**src/rtl/dbgp_pkg.sv**
```systemverilog
package dbgp_pkg;

  typedef enum logic [2:0] {
    PAR_NONE  = 3'd0,
    PAR_EVEN  = 3'd1,
    PAR_ODD   = 3'd2,
    PAR_MARK  = 3'd3,
    PAR_SPACE = 3'd4
  } par_mode_e;

  typedef enum logic [1:0] {
    CH_NORMAL = 2'd0,
    CH_ECHO   = 2'd1,
    CH_LOCAL  = 2'd2,
    CH_REMOTE = 2'd3
  } chan_mode_e;

  // true when the frame carries a parity bit
  function automatic logic has_parity(par_mode_e m);
    return (m == PAR_EVEN) || (m == PAR_ODD) || (m == PAR_MARK) || (m == PAR_SPACE);
  endfunction

  // parity bit value given the xor-reduction of the data bits
  function automatic logic parity_value(par_mode_e m, logic data_xor);
    case (m)
      PAR_EVEN:  return data_xor;
      PAR_ODD:   return ~data_xor;
      PAR_MARK:  return 1'b1;
      default:   return 1'b0;
    endcase
  endfunction

  // number of bit slots in one frame: start + data + parity + stop
  function automatic int unsigned frame_slots(par_mode_e m, int unsigned dw);
    return dw + 32'd2 + (has_parity(m) ? 32'd1 : 32'd0);
  endfunction

endpackage

```
**src/rtl/dbgp_baud.sv**
```systemverilog
module dbgp_baud #(
  parameter int unsigned DIV_W = 16
) (
  input  logic             clk,
  input  logic             rst_n,
  input  logic [DIV_W-1:0] divisor,
  output logic             tick
);
  logic [DIV_W-1:0] cnt_q;

  always_ff @(posedge clk) begin
    if (!rst_n) begin
      cnt_q <= '0;
    end else if (divisor == '0) begin
      cnt_q <= '0;
    end else if (cnt_q == '0) begin
      cnt_q <= divisor - 1'b1;
    end else begin
      cnt_q <= cnt_q - 1'b1;
    end
  end

  assign tick = (divisor != '0) && (cnt_q == '0);
endmodule

```
**src/rtl/dbgp_tx.sv**
```systemverilog
module dbgp_tx
  import dbgp_pkg::*;
#(
  parameter int unsigned DATA_W = 8,
  parameter int unsigned OVERSAMPLE = 16
) (
  input  logic              clk,
  input  logic              rst_n,
  input  logic              tick,
  input  par_mode_e         pmode,
  input  logic              wr,
  input  logic [DATA_W-1:0] wdata,
  output logic              ready,
  output logic              line
);
  localparam int unsigned FW = DATA_W + 3;
  localparam int unsigned CW = $clog2(OVERSAMPLE);
  localparam int unsigned BW = $clog2(DATA_W + 4);

  logic [DATA_W-1:0] hold_q;
  logic              hold_full_q;
  logic [FW-1:0]     shift_q;
  logic [CW-1:0]     os_q;
  logic [BW-1:0]     left_q;
  logic              busy_q;
  logic              pbit;
  logic              load;

  assign pbit  = parity_value(pmode, ^hold_q);
  assign load  = tick && !busy_q && hold_full_q;
  assign ready = !hold_full_q;
  assign line  = busy_q ? shift_q[0] : 1'b1;

  always_ff @(posedge clk) begin
    if (!rst_n) begin
      hold_q      <= '0;
      hold_full_q <= 1'b0;
      shift_q     <= '1;
      os_q        <= '0;
      left_q      <= '0;
      busy_q      <= 1'b0;
    end else begin
      if (wr && !hold_full_q) begin
        hold_q      <= wdata;
        hold_full_q <= 1'b1;
      end
      if (load) begin
        hold_full_q <= 1'b0;
        busy_q      <= 1'b1;
        os_q        <= '0;
        left_q      <= BW'(frame_slots(pmode, DATA_W));
        if (has_parity(pmode)) shift_q <= {1'b1, pbit, hold_q, 1'b0};
        else                   shift_q <= {2'b11, hold_q, 1'b0};
      end else if (tick && busy_q) begin
        if (os_q == CW'(OVERSAMPLE - 1)) begin
          os_q    <= '0;
          shift_q <= {1'b1, shift_q[FW-1:1]};
          left_q  <= left_q - 1'b1;
          if (left_q == BW'(1)) busy_q <= 1'b0;
        end else begin
          os_q <= os_q + 1'b1;
        end
      end
    end
  end
endmodule

```
**src/rtl/dbgp_rx.sv**
```systemverilog
module dbgp_rx
  import dbgp_pkg::*;
#(
  parameter int unsigned DATA_W = 8,
  parameter int unsigned OVERSAMPLE = 16
) (
  input  logic              clk,
  input  logic              rst_n,
  input  logic              tick,
  input  par_mode_e         pmode,
  input  logic              line,
  output logic              done,
  output logic [DATA_W-1:0] char_out,
  output logic              par_bad,
  output logic              stop_bad
);
  localparam int unsigned CW = $clog2(OVERSAMPLE);
  localparam int unsigned IW = $clog2(DATA_W + 2);

  typedef enum logic [1:0] {S_IDLE, S_START, S_BITS, S_WAITHI} rx_state_e;

  rx_state_e         st_q;
  logic [CW-1:0]     os_q;
  logic [IW-1:0]     idx_q;
  logic [DATA_W-1:0] sh_q;
  logic              pbit_q;
  logic [IW-1:0]     last_idx;
  logic              bit_mid;

  assign last_idx = has_parity(pmode) ? IW'(DATA_W + 1) : IW'(DATA_W);
  assign bit_mid  = tick && (os_q == CW'(OVERSAMPLE - 1));
  assign done     = (st_q == S_BITS) && bit_mid && (idx_q == last_idx);
  assign char_out = sh_q;
  assign stop_bad = done && !line;
  assign par_bad  = done && has_parity(pmode) && (pbit_q != parity_value(pmode, ^sh_q));

  always_ff @(posedge clk) begin
    if (!rst_n) begin
      st_q   <= S_IDLE;
      os_q   <= '0;
      idx_q  <= '0;
      sh_q   <= '0;
      pbit_q <= 1'b0;
    end else begin
      case (st_q)
        S_IDLE: begin
          if (tick && !line) begin
            st_q <= S_START;
            os_q <= '0;
          end
        end
        S_START: begin
          if (tick) begin
            if (os_q == CW'(OVERSAMPLE / 2 - 1)) begin
              os_q  <= '0;
              idx_q <= '0;
              st_q  <= line ? S_IDLE : S_BITS;
            end else begin
              os_q <= os_q + 1'b1;
            end
          end
        end
        S_BITS: begin
          if (tick) begin
            if (bit_mid) begin
              os_q  <= '0;
              idx_q <= idx_q + 1'b1;
              if (idx_q < IW'(DATA_W)) sh_q <= {line, sh_q[DATA_W-1:1]};
              else if (idx_q != last_idx) pbit_q <= line;
              if (done) st_q <= line ? S_IDLE : S_WAITHI;
            end else begin
              os_q <= os_q + 1'b1;
            end
          end
        end
        default: begin
          if (line) st_q <= S_IDLE;
        end
      endcase
    end
  end
endmodule

```
**src/rtl/dbgp_uart.sv**
```systemverilog
module dbgp_uart
  import dbgp_pkg::*;
#(
  parameter int unsigned DATA_W = 8,
  parameter int unsigned DIV_W = 16,
  parameter int unsigned OVERSAMPLE = 16,
  parameter int unsigned SYNC_STAGES = 2
) (
  input  logic              clk,
  input  logic              rst_n,
  input  logic [DIV_W-1:0]  divisor,
  input  logic [2:0]        parity_mode,
  input  logic [1:0]        chan_mode,
  input  logic              tx_wr,
  input  logic [DATA_W-1:0] tx_data,
  output logic              tx_ready,
  input  logic              rx_rd,
  output logic [DATA_W-1:0] rx_data,
  output logic              rx_ready,
  input  logic              clr_status,
  output logic              err_parity,
  output logic              err_frame,
  output logic              err_overrun,
  output logic              dma_tx_req,
  output logic              dma_rx_req,
  input  logic              ser_in,
  output logic              ser_out
);
  par_mode_e  pmode;
  chan_mode_e cmode;
  assign pmode = par_mode_e'(parity_mode);
  assign cmode = chan_mode_e'(chan_mode);

  logic              tick16;
  logic              tx_line;
  logic              rx_src;
  logic              rx_line;
  logic              rx_done;
  logic [DATA_W-1:0] rx_char;
  logic              rx_par_bad;
  logic              rx_stop_bad;
  logic [SYNC_STAGES-1:0] sync_q;

  dbgp_baud #(.DIV_W(DIV_W)) i_baud (
    .clk(clk), .rst_n(rst_n), .divisor(divisor), .tick(tick16)
  );

  dbgp_tx #(.DATA_W(DATA_W), .OVERSAMPLE(OVERSAMPLE)) i_tx (
    .clk(clk), .rst_n(rst_n), .tick(tick16), .pmode(pmode),
    .wr(tx_wr), .wdata(tx_data), .ready(tx_ready), .line(tx_line)
  );

  // channel routing between pins, transmitter and receiver
  always_comb begin
    case (cmode)
      CH_ECHO:   begin ser_out = ser_in; rx_src = ser_in;  end
      CH_LOCAL:  begin ser_out = 1'b1;   rx_src = tx_line; end
      CH_REMOTE: begin ser_out = ser_in; rx_src = 1'b1;    end
      default:   begin ser_out = tx_line; rx_src = ser_in; end
    endcase
  end

  // input synchronizer, resets to idle level
  generate
    if (SYNC_STAGES == 1) begin : g_sync1
      always_ff @(posedge clk) begin
        if (!rst_n) sync_q <= '1;
        else        sync_q <= rx_src;
      end
    end else begin : g_syncn
      always_ff @(posedge clk) begin
        if (!rst_n) sync_q <= '1;
        else        sync_q <= {sync_q[SYNC_STAGES-2:0], rx_src};
      end
    end
  endgenerate
  assign rx_line = sync_q[SYNC_STAGES-1];

  dbgp_rx #(.DATA_W(DATA_W), .OVERSAMPLE(OVERSAMPLE)) i_rx (
    .clk(clk), .rst_n(rst_n), .tick(tick16), .pmode(pmode), .line(rx_line),
    .done(rx_done), .char_out(rx_char), .par_bad(rx_par_bad), .stop_bad(rx_stop_bad)
  );

  // receive holding register and sticky status
  always_ff @(posedge clk) begin
    if (!rst_n) begin
      rx_data     <= '0;
      rx_ready    <= 1'b0;
      err_parity  <= 1'b0;
      err_frame   <= 1'b0;
      err_overrun <= 1'b0;
    end else begin
      if (rx_done) begin
        rx_data  <= rx_char;
        rx_ready <= 1'b1;
      end else if (rx_rd) begin
        rx_ready <= 1'b0;
      end
      if (clr_status) begin
        err_parity  <= 1'b0;
        err_frame   <= 1'b0;
        err_overrun <= 1'b0;
      end else begin
        if (rx_par_bad)                      err_parity  <= 1'b1;
        if (rx_stop_bad)                     err_frame   <= 1'b1;
        if (rx_done && rx_ready && !rx_rd)   err_overrun <= 1'b1;
      end
    end
  end

  assign dma_tx_req = tx_ready;
  assign dma_rx_req = rx_ready;
endmodule

```
**config.mk**
```make
export PLATFORM = sky130hd
export DESIGN_NAME = dbgp_uart
export DESIGN_NICKNAME = d
export VERILOG_FILES = /design/src/rtl/dbgp_pkg.sv /design/src/rtl/dbgp_baud.sv /design/src/rtl/dbgp_tx.sv /design/src/rtl/dbgp_rx.sv /design/src/rtl/dbgp_uart.sv
export SDC_FILE = /design/constraint.sdc
export NUM_CORES = 1
export LEC_CHECK = 0
export BUFFER_PORTS_ARGS = -buffer_cell sky130_fd_sc_hd__buf_4
export CORE_UTILIZATION = 45
export CTS_CLUSTER_DIAMETER = 40
export CTS_CLUSTER_SIZE = 40
export DETAILED_ROUTE_END_ITERATION = 10
export MAX_ROUTING_LAYER = met4
export SETUP_SLACK_MARGIN = 0.3
export SLEW_MARGIN = 40
export SYNTH_ARGS = -nofsm -noshare
export SYNTH_HDL_FRONTEND = slang
export SYNTH_HIERARCHICAL = 1
export SYNTH_SLANG_ARGS = --single-unit
export TNS_END_PERCENT = 1
```
**constraint.sdc**
```tcl
create_clock -name clk -period 5.4 [get_ports clk]
set_input_delay 0 -clock clk [delete_from_list [all_inputs] [get_ports clk]]
set_output_delay 0 -clock clk [all_outputs]
set_load 0.01 [all_outputs]
```
==> results.txt <==
The clock latency reported for the late side of the worst-skew pair came out at 350 ps. The checks that failed: design-rule violations. The endpoint identified for the worst register-to-register timing path is err_overrun$_SDFFE_PP0P_.

The depth of the worst register-to-register path is 12. The count of synthesis-stage warnings from yosys is 6. The fraction of the yosys area taken by sequential cells is about 37%. The path length in cells of the critical path came out at 12.

In this run the core area contains 34 standard-cell rows. The initial utilization of the core area, before any placement, comes to 47.04%. The die boundary height came out at between 90 and 100 um. The number of max-cap violations is 0. The maximum frequency from static timing analysis is 229.6 MHz.

The total DRC errors in the routed layout is 1. The filler-free cell count of the finished design came out at about 650. The mean area per synthesized cell is roughly 8.8 um^2.

The H-tree generated during clock tree synthesis spans 3 levels. The kind of cell adding the most delay to the critical path is simple AND/OR/NAND/NOR gates. The clock network accounts for 24.3% of the total power.

The number of instances in the placed design came out at between 600 and 700. After detailed routing, the number of vias per cell comes to ~5.5. The number of slew-limit violations in the final report came out at 0. The clock arrives with 12.34 ps of skew. The net count reported at finish came out at around 590. The arrival time of the worst setup path is about 4700 ps. The final worst hold slack came out at around 39 ps. Dividing the detail-routed wire length by the instance count gives around 14 um. The critical path goes through nor4_1 -> and3_1 -> nand2_1 -> a31oi_1 -> buf_4 -> and3_1 -> nand4_1 -> or4b_4 -> inv_1 -> nand3b_1 -> a21oi_1 -> dlygate4sd3_1.

The boundary pin count is 51. The via count of the first global-routing pass came out at about 3400. The setup total negative slack is 0 ps. The number of antenna cells inserted came out at 0. The worst setup path is launched from a flip-flop. The worst register-to-register path begins at i_baud/cnt_q[11]$_SDFF_PP0_. The most repeated library cell on the critical path is sky130_fd_sc_hd__and3_1. In this run the worst path has a maximum fanout of 13.

The maximum number of pins on one net before global-route repair is between 40 and 50. Internal power comes to 1.046 mW. The worst endpoint required time came out at about 5700 ps. The setup path with the least slack is of type reg -> reg. Wires add up to about 9300 um. Among all flip-flop cells after synthesis, the most frequent one is sky130_fd_sc_hd__dfxtp_1.

The critical path starts at i_baud/cnt_q[11]$_SDFF_PP0_. The proportion of synthesized flip-flops having asynchronous set or reset is 0%. The share of cells above drive strength 1 is 15.93%. Together, buffers and inverters on the worst path number 3.

The synthesized instance count came out at roughly 480. The static power due to leakage came out at a little under 2 nW. The largest stage delay on the critical path came out at around 670 ps. The leftover overflow at the end of global routing came out at 0.

Summed over all instances, the cell type with the most area after synthesis is sky130_fd_sc_hd__dfxtp_1. The CTS tree is yes. The final-layout fill cell count came out at approximately 860. The half-perimeter wire length of the detailed placement result is between 6000 and 7000 um.

The net count of the mapped netlist is 520. The placeable core region came out at roughly 8800 um^2. The storage element area came out at 1541 um^2.

Across every metal layer, demand over resource in global routing totals between 20 and 25%. The worst-case vdd ir drop is about 0.17 mV. Sorting the synthesized cells by area gives the leading types as sky130_fd_sc_hd__dfxtp_1 37%, sky130_fd_sc_hd__mux2i_1 9.6%, sky130_fd_sc_hd__nor2_1 4.6%. The floorplan die area came out at 9639 um^2.

The combinational share of power came out at 34.8%. The final antenna-violating net count is 0. After clock tree synthesis, the clock-pin slew on the worst setup and hold paths is 90 ps.

The clock buffer count from CTS came out at 9. In this run switching power makes up a little under two fifths of total power. From synthesis to final layout, the design area changed by 19.63%. The routed layout has ~3600 vias. The most critical setup path has its endpoint at err_overrun$_SDFFE_PP0P_. The hold violation count in the final report is 0.

The clock period minus final worst setup slack came out at about 4400 ps. Headroom to the max-slew limit came out at a little under half. The maximum buffer depth of the clock tree is 2.

The power density relative to cell area came out at roughly 340 nW/um^2. The commonest cells after synthesis are 77 x sky130_fd_sc_hd__dfxtp_1, 51 x sky130_fd_sc_hd__nor2_1, 40 x sky130_fd_sc_hd__mux2i_1, 38 x sky130_fd_sc_hd__nand2_1, 25 x sky130_fd_sc_hd__nor2b_1. Summed over its instances, the top area cell type makes up between 30% and 40% of the synthesized netlist area. The area of combinational cells with multiple inputs came out at around 2500 um^2. The wire length of the first global-routing pass is around 16000 um. The die is about 98 um wide. The routability congestion estimate is approximately 0.92.

The flow ran to the end, but the final reports show violations. Setup repair after global routing left no endpoint under its margin. The count of flip-flops with a built-in enable after synthesis is 0. The number of gates resized after cts is 0. In this run, distinct cell masters in the synthesized netlist total 62. The number of sinks handled by clock tree synthesis came out at 77. The path class of the tightest hold or removal check is in -> reg. For this run, the detailed router's first-pass iteration total came to 10. The hold-critical path depth came out at 2. STA classifies the critical path endpoint as a flip-flop. The worst register-to-register path has a setup slack of around 1000 ps. The final count of negative-setup-slack endpoints came out at 0. The synthesized flop and latch total came out at 77.

The largest individual stage delay along the critical path comes from the cell sky130_fd_sc_hd__nor4_1. In the post-synthesis netlist, the cell with the most instances is sky130_fd_sc_hd__dfxtp_1. The relative contribution of sequential cells to total power is roughly two fifths. The quantity of I/O buffers inserted on ports came out at 50.

The final cycle utilization of the critical path is between 80% and 90%. The synthesized cell area is between 4000 and 5000 um^2. The initial antenna violation count is 0. The first-iteration detailed-routing DRC count is around 200. The slew at the pin closest to its max-slew limit came out at 801.5 ps.

Clock tree synthesis selected as its root buffer the cell sky130_fd_sc_hd__clkbuf_8. In this run the power spent charging and discharging nets is 0.6329 mW.
-- metrics by stage --
step | setup slack (ps) | utilization (%) | total power [mW] | cell area [um^2]
2_1_floorplan | 2331 | - | 1.130 | 4163
3_3_place_gp | 1752 | 51.73 | 1.257 | 4577
3_5_place_dp | 1624 | 51.75 | 1.265 | 4579
4_1_cts | 1161 | 56.28 | 1.690 | 4980
5_1_grt | 771.6 | 56.28 | 1.787 | 4980
6_report | 1045 | 56.28 | 1.679 | 4980
-- power groups by stage --
stage | combinational, mW | sequential (mW) | clock [mW]
after global placement | 0.560 | 0.697 | 0
after detailed placement | 0.566 | 0.699 | 0
after CTS | 0.580 | 0.686 | 0.424
final | 0.584 | 0.686 | 0.409
after global routing | 0.641 | 0.695 | 0.451
after floorplan | 0.447 | 0.683 | 0
-- sequential cells by signal, indices dropped and copies added, names as in the netlist, 2 cells and up --
| register | cells |
|---|---|
| i_baud/cnt_q | 16 |
| rx_data | 8 |
| i_tx/left_q | 4 |
| i_rx/st_q | 2 |
| i_rx/os_q | 4 |
| i_tx/os_q | 4 |
| i_tx/shift_q | 10 |
| sync_q | 2 |
| i_rx/idx_q | 4 |
| i_rx/char_out | 8 |
| i_tx/hold_q | 8 |
-- logic make-up after synthesis --
group	Yosys count	share of synthesized area [%]
buf+inv	32	3.757
simple gates	197	25.52
flops	77	37.03
xor+xnor	24	5.050
mux	45	11.06
compound gates	90	14.58
fa+ha+maj	10	3.006
-- worst min-delay path by stage --
| stage | endpoint | from |
|---|---|---|
| after floorplan | i_tx/hold_full_q$_SDFFE_PP0P_ | tx_wr |
| after global placement | i_tx/hold_full_q$_SDFFE_PP0P_ | tx_wr |
| after detailed placement | i_tx/hold_full_q$_SDFFE_PP0P_ | tx_wr |
| after CTS | i_tx/shift_q[0]$_SDFFE_PN1P_ | rst_n |
| after global routing | i_tx/shift_q[9]$_SDFFE_PN1P_ | rst_n |
| final | i_tx/shift_q[0]$_SDFFE_PN1P_ | rst_n |
-- worst reg2reg max path, cell delays in order (launching register included) --
cell and delay (ps):
sky130_fd_sc_hd__dfxtp_1 350, sky130_fd_sc_hd__nor4_1 670, sky130_fd_sc_hd__and3_1 600, sky130_fd_sc_hd__nand2_1 170, sky130_fd_sc_hd__a31oi_1 190, sky130_fd_sc_hd__buf_4 210
sky130_fd_sc_hd__and3_1 190, sky130_fd_sc_hd__nand4_1 120, sky130_fd_sc_hd__or4b_4 560, sky130_fd_sc_hd__inv_1 370, sky130_fd_sc_hd__nand3b_1 140, sky130_fd_sc_hd__a21oi_1 180
sky130_fd_sc_hd__dlygate4sd3_1 570
-- routing by layer --
| metal | routed length, um | global-route usage (%) |
|---|---|---|
| met5 | 0 | - |
| met4 | 102 | 7.003 |
| met3 | 313 | 3.436 |
| met2 | 4452 | 33.75 |
| met1 | 4454 | 25.39 |
-- area by class of cell --
| type | count | share of cell area, % |
|---|---|---|
| multi-input cells | 366 | 49.55 |
| flip-flops and latches | 77 | 30.95 |
| well taps | 108 | 2.714 |
| inverters | 14 | 1.055 |
| repair buffers | 73 | 12.11 |
| clock inverters | 7 | 1.131 |
| clock buffers | 9 | 2.487 |
-- repair_timing --
item | CTS | global route
buffers inserted | 0 | 0
endpoints found under the hold margin | 21 | 0
hold buffers | 22 | 0
-- layout by cell type, fill, tap and decap left out, drive strengths merged, types with 6 or more instances in the layout --
cell type,count
a21boi,6
a21oi,16
a31oi,17
and2,8
buf,51
clkbuf,9
dfxtp,77
dlygate4sd3,22
ha,10
inv,18
mux2i,40
nand2,40
nand3,12
nor2,51
nor2b,25
nor3,14
nor3b,6
o211ai,10
o21ai,18
or3,6
xnor2,21
Power figures use the tool's default switching activity.
